`src/rtl/acl_pkg.sv`:
```
package acl_pkg;

  typedef enum logic [2:0] {
    RIX_ADDR  = 3'd0,
    RIX_DATA  = 3'd1,
    RIX_CTRL  = 3'd2,
    RIX_STAT  = 3'd3,
    RIX_SDATA = 3'd4
  } acl_rix_e;

  // Control register layout, LSB first: sync, frame valid, read select, busy
  typedef struct packed {
    logic busy;
    logic rd;
    logic vfrm;
    logic sync;
  } acl_ctrl_t;

  localparam int CTRL_W = $bits(acl_ctrl_t);

endpackage

```
`src/rtl/acl_cmd_regs.sv`:
```
module acl_cmd_regs
  import acl_pkg::*;
#(
  parameter int ADDR_W = 7,
  parameter int DATA_W = 16
) (
  input  logic              clk,
  input  logic              rst_n,
  input  logic              bus_wr,
  input  logic [2:0]        bus_addr,
  input  logic [DATA_W-1:0] bus_wdata,
  input  logic              cmd_sent,
  output logic [ADDR_W-1:0] cmd_addr,
  output logic [DATA_W-1:0] cmd_data,
  output acl_ctrl_t         ctrl,
  output logic              launch_accept
);

  logic      wr_addr, wr_data, wr_ctrl;
  acl_ctrl_t ctrl_new;

  assign wr_addr  = bus_wr && (bus_addr == RIX_ADDR);
  assign wr_data  = bus_wr && (bus_addr == RIX_DATA);
  assign wr_ctrl  = bus_wr && (bus_addr == RIX_CTRL);
  assign ctrl_new = acl_ctrl_t'(bus_wdata[CTRL_W-1:0]);

  assign launch_accept = wr_ctrl && !ctrl.busy && ctrl_new.busy;

  always_ff @(posedge clk) begin
    if (!rst_n) begin
      cmd_addr <= '0;
      cmd_data <= '0;
      ctrl     <= '0;
    end else begin
      if (!ctrl.busy) begin
        if (wr_addr) cmd_addr <= bus_wdata[ADDR_W-1:0];
        if (wr_data) cmd_data <= bus_wdata;
        if (wr_ctrl) ctrl     <= ctrl_new;
      end else begin
        if (wr_ctrl && !ctrl_new.busy) begin
          ctrl.sync <= ctrl_new.sync;
          ctrl.vfrm <= ctrl_new.vfrm;
        end
        if (cmd_sent) ctrl.busy <= 1'b0;
      end
    end
  end

endmodule

```
`src/rtl/acl_tx_slots.sv`:
```
module acl_tx_slots
  import acl_pkg::*;
#(
  parameter int ADDR_W = 7,
  parameter int DATA_W = 16,
  parameter int SLOT_W = 16
) (
  input  logic              clk,
  input  logic              rst_n,
  input  logic              frame_start,
  input  acl_ctrl_t         ctrl,
  input  logic [ADDR_W-1:0] cmd_addr,
  input  logic [DATA_W-1:0] cmd_data,
  output logic              cmd_sent,
  output logic              out_cmd_tag,
  output logic [SLOT_W-1:0] out_slot1,
  output logic [SLOT_W-1:0] out_slot2
);

  function automatic logic [SLOT_W-1:0] addr_slot(input logic rd, input logic [ADDR_W-1:0] a);
    logic [SLOT_W-1:0] w;
    w = '0;
    w[SLOT_W-1]   = rd;
    w[ADDR_W-1:0] = a;
    return w;
  endfunction

  function automatic logic [SLOT_W-1:0] data_slot(input logic rd, input logic [DATA_W-1:0] d);
    logic [SLOT_W-1:0] w;
    w = '0;
    if (!rd) w[DATA_W-1:0] = d;
    return w;
  endfunction

  assign cmd_sent = frame_start && ctrl.busy && ctrl.vfrm && ctrl.sync;

  always_ff @(posedge clk) begin
    if (!rst_n) begin
      out_cmd_tag <= 1'b0;
      out_slot1   <= '0;
      out_slot2   <= '0;
    end else if (frame_start) begin
      out_cmd_tag <= cmd_sent;
      out_slot1   <= cmd_sent ? addr_slot(ctrl.rd, cmd_addr) : '0;
      out_slot2   <= cmd_sent ? data_slot(ctrl.rd, cmd_data) : '0;
    end
  end

endmodule

```
`src/rtl/acl_rx_capture.sv`:
```
module acl_rx_capture #(
  parameter int ADDR_W = 7,
  parameter int DATA_W = 16,
  parameter int SLOT_W = 16
) (
  input  logic              clk,
  input  logic              rst_n,
  input  logic              cmd_sent,
  input  logic              is_read,
  input  logic [ADDR_W-1:0] cmd_addr,
  input  logic              launch_accept,
  input  logic              sdata_read,
  input  logic              in_frame,
  input  logic              in_tag1,
  input  logic              in_tag2,
  input  logic [SLOT_W-1:0] in_slot1,
  input  logic [DATA_W-1:0] in_slot2,
  output logic              resp_capture,
  output logic              status_valid,
  output logic [DATA_W-1:0] status_data
);

  logic              pending;
  logic [ADDR_W-1:0] pend_addr;

  // The codec echoes the index with the read flag cleared
  function automatic logic [SLOT_W-1:0] echo_word(input logic [ADDR_W-1:0] a);
    logic [SLOT_W-1:0] w;
    w = '0;
    w[ADDR_W-1:0] = a;
    return w;
  endfunction

  assign resp_capture = in_frame && pending && in_tag1 && in_tag2 &&
                        (in_slot1 == echo_word(pend_addr));

  always_ff @(posedge clk) begin
    if (!rst_n) begin
      pending      <= 1'b0;
      pend_addr    <= '0;
      status_valid <= 1'b0;
      status_data  <= '0;
    end else begin
      if (launch_accept) begin
        pending      <= 1'b0;
        status_valid <= 1'b0;
      end else if (cmd_sent) begin
        pending   <= is_read;
        pend_addr <= cmd_addr;
      end else if (resp_capture) begin
        pending      <= 1'b0;
        status_valid <= 1'b1;
        status_data  <= in_slot2;
      end else if (sdata_read) begin
        status_valid <= 1'b0;
      end
    end
  end

endmodule

```
`src/rtl/acl_codec_cmd_engine.sv`:
```
module acl_codec_cmd_engine
  import acl_pkg::*;
#(
  parameter int ADDR_W = 7,
  parameter int DATA_W = 16,
  parameter int SLOT_W = 16
) (
  input  logic              clk,
  input  logic              rst_n,
  input  logic              bus_wr,
  input  logic              bus_rd,
  input  logic [2:0]        bus_addr,
  input  logic [DATA_W-1:0] bus_wdata,
  output logic [DATA_W-1:0] bus_rdata,
  input  logic              codec_ready,
  output logic              link_sync_en,
  output logic              link_frame_valid,
  input  logic              frame_start,
  output logic              out_cmd_tag,
  output logic [SLOT_W-1:0] out_slot1,
  output logic [SLOT_W-1:0] out_slot2,
  input  logic              in_frame,
  input  logic              in_tag1,
  input  logic              in_tag2,
  input  logic [SLOT_W-1:0] in_slot1,
  input  logic [DATA_W-1:0] in_slot2
);

  logic [ADDR_W-1:0] cmd_addr;
  logic [DATA_W-1:0] cmd_data;
  acl_ctrl_t         ctrl_q;
  logic              launch_accept, cmd_sent, resp_capture, sdata_read;
  logic              status_valid, ctrl_busy;
  logic [DATA_W-1:0] status_data;

  assign ctrl_busy        = ctrl_q.busy;
  assign link_sync_en     = ctrl_q.sync;
  assign link_frame_valid = ctrl_q.vfrm;
  assign sdata_read       = bus_rd && (bus_addr == RIX_SDATA);

  acl_cmd_regs #(.ADDR_W(ADDR_W), .DATA_W(DATA_W)) u_regs (
    .clk(clk), .rst_n(rst_n), .bus_wr(bus_wr), .bus_addr(bus_addr),
    .bus_wdata(bus_wdata), .cmd_sent(cmd_sent), .cmd_addr(cmd_addr),
    .cmd_data(cmd_data), .ctrl(ctrl_q), .launch_accept(launch_accept)
  );

  acl_tx_slots #(.ADDR_W(ADDR_W), .DATA_W(DATA_W), .SLOT_W(SLOT_W)) u_tx (
    .clk(clk), .rst_n(rst_n), .frame_start(frame_start), .ctrl(ctrl_q),
    .cmd_addr(cmd_addr), .cmd_data(cmd_data), .cmd_sent(cmd_sent),
    .out_cmd_tag(out_cmd_tag), .out_slot1(out_slot1), .out_slot2(out_slot2)
  );

  acl_rx_capture #(.ADDR_W(ADDR_W), .DATA_W(DATA_W), .SLOT_W(SLOT_W)) u_rx (
    .clk(clk), .rst_n(rst_n), .cmd_sent(cmd_sent), .is_read(ctrl_q.rd),
    .cmd_addr(cmd_addr), .launch_accept(launch_accept), .sdata_read(sdata_read),
    .in_frame(in_frame), .in_tag1(in_tag1), .in_tag2(in_tag2),
    .in_slot1(in_slot1), .in_slot2(in_slot2), .resp_capture(resp_capture),
    .status_valid(status_valid), .status_data(status_data)
  );

  function automatic logic [DATA_W-1:0] read_mux(
    input logic [2:0] idx, input logic [ADDR_W-1:0] a, input logic [DATA_W-1:0] d,
    input acl_ctrl_t c, input logic vs, input logic cr, input logic [DATA_W-1:0] sd);
    logic [DATA_W-1:0] r;
    r = '0;
    case (idx)
      RIX_ADDR:  r[ADDR_W-1:0] = a;
      RIX_DATA:  r = d;
      RIX_CTRL:  r[CTRL_W-1:0] = c;
      RIX_STAT:  r[1:0] = {vs, cr};
      RIX_SDATA: r = sd;
      default:   r = '0;
    endcase
    return r;
  endfunction

  always_ff @(posedge clk) begin
    if (!rst_n) bus_rdata <= '0;
    else if (bus_rd)
      bus_rdata <= read_mux(bus_addr, cmd_addr, cmd_data, ctrl_q,
                            status_valid, codec_ready, status_data);
  end

endmodule

```
`config.mk`:
```
export PLATFORM = sky130hd
export DESIGN_NAME = acl_codec_cmd_engine
export DESIGN_NICKNAME = d
export VERILOG_FILES = /design/src/rtl/acl_pkg.sv /design/src/rtl/acl_cmd_regs.sv /design/src/rtl/acl_tx_slots.sv /design/src/rtl/acl_rx_capture.sv /design/src/rtl/acl_codec_cmd_engine.sv
export SDC_FILE = /design/constraint.sdc
export NUM_CORES = 1
export LEC_CHECK = 0
export ABC_AREA = 0
export BUFFER_PORTS_ARGS = -buffer_cell sky130_fd_sc_hd__buf_2
export CAP_MARGIN = 15
export CORE_MARGIN = 5
export CORE_UTILIZATION = 51
export CTS_BUF_LIST = sky130_fd_sc_hd__clkbuf_16
export DETAILED_ROUTE_END_ITERATION = 10
export PLACE_DENSITY_LB_ADDON = 0.1
export SLEW_MARGIN = 20
export SYNTH_ARGS = -nofsm -noshare
export SYNTH_HDL_FRONTEND = slang
export SYNTH_HIERARCHICAL = 1
export SYNTH_SLANG_ARGS = --single-unit
```
`constraint.sdc`:
```
create_clock -name clk -period 5.71 [get_ports clk]
set_input_delay 0.2855 -clock clk [delete_from_list [all_inputs] [get_ports clk]]
set_output_delay 0.2855 -clock clk [all_outputs]
set_load 0.005 [all_outputs]
```
==> results.toml <==
[worst_setup_path]
path_class = "reg2reg"
startpoint_of_the_worst_slack_reg_to_reg_timing_path = "u_regs/ctrl[3]$_SDFF_PN0_"
rr_endpoint = "u_rx/status_data[2]$_SDFFE_PN0P_"
cp-end-kind = "flip-flop"
r2r.worst_path.cells = 6
worstPathArrival_ns = 2.88
element_type_at_the_critical_path_start = "flip-flop"
worstPathRequired_ns = 5.90
critPathMaxFanout = 18
reg2reg_setup_slack_ns = 3.02

[hold_path]
worst_hold_path.num_cells = 3
min_from = "bus_wdata[14]"
min-delay-path-class = "in2reg"
hold-path-endpoint = "u_regs/cmd_data[14]$_SDFFE_PN0P_"

[clock_network]
hold_fix_buffer_count_after_cts = 0
tritoncts.num_buffers = 9
clock_tree.root_cell = "sky130_fd_sc_hd__clkbuf_16"
post_cts_repair_setup_buffers = 0
clk-insertion-delay-late_ns = 0.33
cts_tree = "done"
worst_setup_hold_path_clk_slew_ns = 0.06
tritoncts_num_sinks = 93
clk_path_buf_depth = 2
post_cts_resize_count = 0
htree_levels = 3

[drt]
drt_wirelength_um = 10800
dr.pass1.iters = 5
dr.first_iter.drc_count = 224
drt.antenna.violating_nets = 0
via_per_inst = 5.57
drt-wirelength-per-cell_um = 17.2
dr_total_vias = 3494
drc_errors = 0

[floorplan]
fp.dieW_um = 102
ios = 111
chipHeight_um = 102
core.rowCount = 33
coreArea_um2 = 8220
die-area_um2 = 10400
initial_core_util_pct = 52.4

[yosys]
syn_inst = 439
ys_warn_count = 6
postSynthAreaPerCell_um2 = 9.81
post_synth_instance_area_um2 = 4310

[outcome]
status = "finished, final reports clean"

[place]
detailedPlace.worstSlack_ns = 3.05
dp_hpwl_um = 7790
numPortBuffers = 102
routability_cong = 0.793
numPlacedInstances = 611

[grt]
grt_remaining_overflow = 0
grt_util_all_layers_pct = 20.8
grt_max_degree = 79
grt_first_pass_wirelength_um = 17000
antenna_found_initial = 0
vias_in_the_first_global_route = 3418

[sta]
drv_slew = 0
slew_headroom_pct = 27.7
maximum_clock_rate_mhz = 372
fin_ws_ns = 3.02
final_period_minus_worst_setup_slack_ns = 2.69
finalSetupTns_ns = 0
clock_skew_ns = 0.00645
worst-slew-pin-transition_ns = 1.08
final_hold_viol_count = 0
grt_setup_unrepaired = "false"
post-route-period-util_pct = 47.0
setup_viol = 0

[finish]
nets = 577
num_antenna_cells = 0
multi_input_area_um2 = 2100
num-fill-cells = 737
final-instance-count-excl-fill = 627
ff_latch_area_um2 = 1860
layout_commonest_cell = "sky130_fd_sc_hd__buf_2"
area_growth_pct = 15.4
mostFrequentLayoutCells = "102 x sky130_fd_sc_hd__buf_2, 93 x sky130_fd_sc_hd__dfxtp_1, 65 x sky130_fd_sc_hd__nand2_1"
layout-drive-gt1-share_pct = 28.4

[flow_run]
max_cap_viol_count = 0

[power]
power.density_cell_area_nw_per_um2 = 258
peakVddDrop_mv = 0.215
design_power_total_w = 0.00128
leakage_power_total_nw = 1.93
[worst max-delay path, stage by stage, from the launching register on]
cell	delay, ns
sky130_fd_sc_hd__dfxtp_1	0.38
sky130_fd_sc_hd__nand4_4	0.29
sky130_fd_sc_hd__clkinv_1	0.45
sky130_fd_sc_hd__nor2_1	0.25
sky130_fd_sc_hd__nand4_1	0.60
sky130_fd_sc_hd__o31ai_1	0.46
sky130_fd_sc_hd__a21oi_1	0.10
[final cells by class]
| type | instances | area share [%] |
|---|---|---|
| Multi-Input combinational cell | 286 | 42.2 |
| Inverter | 23 | 1.74 |
| Clock buffer | 9 | 4.53 |
| Timing Repair Buffer | 104 | 10.6 |
| Tap cell | 105 | 2.64 |
| Sequential cell | 93 | 37.5 |
| Clock inverter | 7 | 0.856 |
[stage by stage]
| step | hold slack, ns | utilization [%] | area, um2 |
|---|---|---|---|
| after floorplan | 0.428 | - | 4330 |
| after global placement | 0.445 | 57.2 | 4700 |
| after detailed placement | 0.448 | 57.2 | 4700 |
| after CTS | 0.190 | 60.5 | 4970 |
| after global routing | 0.192 | 60.5 | 4970 |
| final | 0.201 | 60.5 | 4970 |
[power by group]
group          leakage [nW]   total, W  switching, W  internal, W
Clock                 0.119   0.000534      0.000243     0.000291
Combinational          1.06  0.0000871     0.0000539    0.0000332
Sequential            0.750   0.000659    0.00000608     0.000653
Total                  1.93    0.00128      0.000303     0.000977
[routing by layer]
metal  global-route usage, %  wire, um
met1                    27.0      4680
met2                    35.6      5380
met3                    4.91       628
met4                    4.44        94
met5                       0         0
[state kept, by name, indices dropped and copies added (netlist names), 4 cells and up]
signal            count
u_rx/pend_addr        7
u_regs/cmd_addr       7
u_tx/out_slot2       16
u_rx/status_data     16
bus_rdata            16
u_regs/ctrl           4
u_tx/out_slot1        8
u_regs/cmd_data      16
[worst max path at each step]
stage / from / end / slack (ns) / depth (start not counted)
finish: u_regs/ctrl[3]$_SDFF_PN0_ / u_rx/status_data[2]$_SDFFE_PN0P_ / 3.02 / 6
global route: u_regs/ctrl[3]$_SDFF_PN0_ / u_rx/status_data[15]$_SDFFE_PN0P_ / 2.76 / 6
CTS: u_regs/ctrl[3]$_SDFF_PN0_ / u_rx/status_data[2]$_SDFFE_PN0P_ / 3.04 / 6
detailed placement: u_regs/ctrl[3]$_SDFF_PN0_ / u_rx/status_data[6]$_SDFFE_PN0P_ / 3.05 / 6
global placement: u_regs/ctrl[3]$_SDFF_PN0_ / u_rx/status_data[8]$_SDFFE_PN0P_ / 3.18 / 6
floorplan: u_regs/ctrl[0]$_SDFFE_PN0P_ / u_rx/status_data[12]$_SDFFE_PN0P_ / 3.92 / 8
Note: power is estimated with default switching activity, not from simulation.
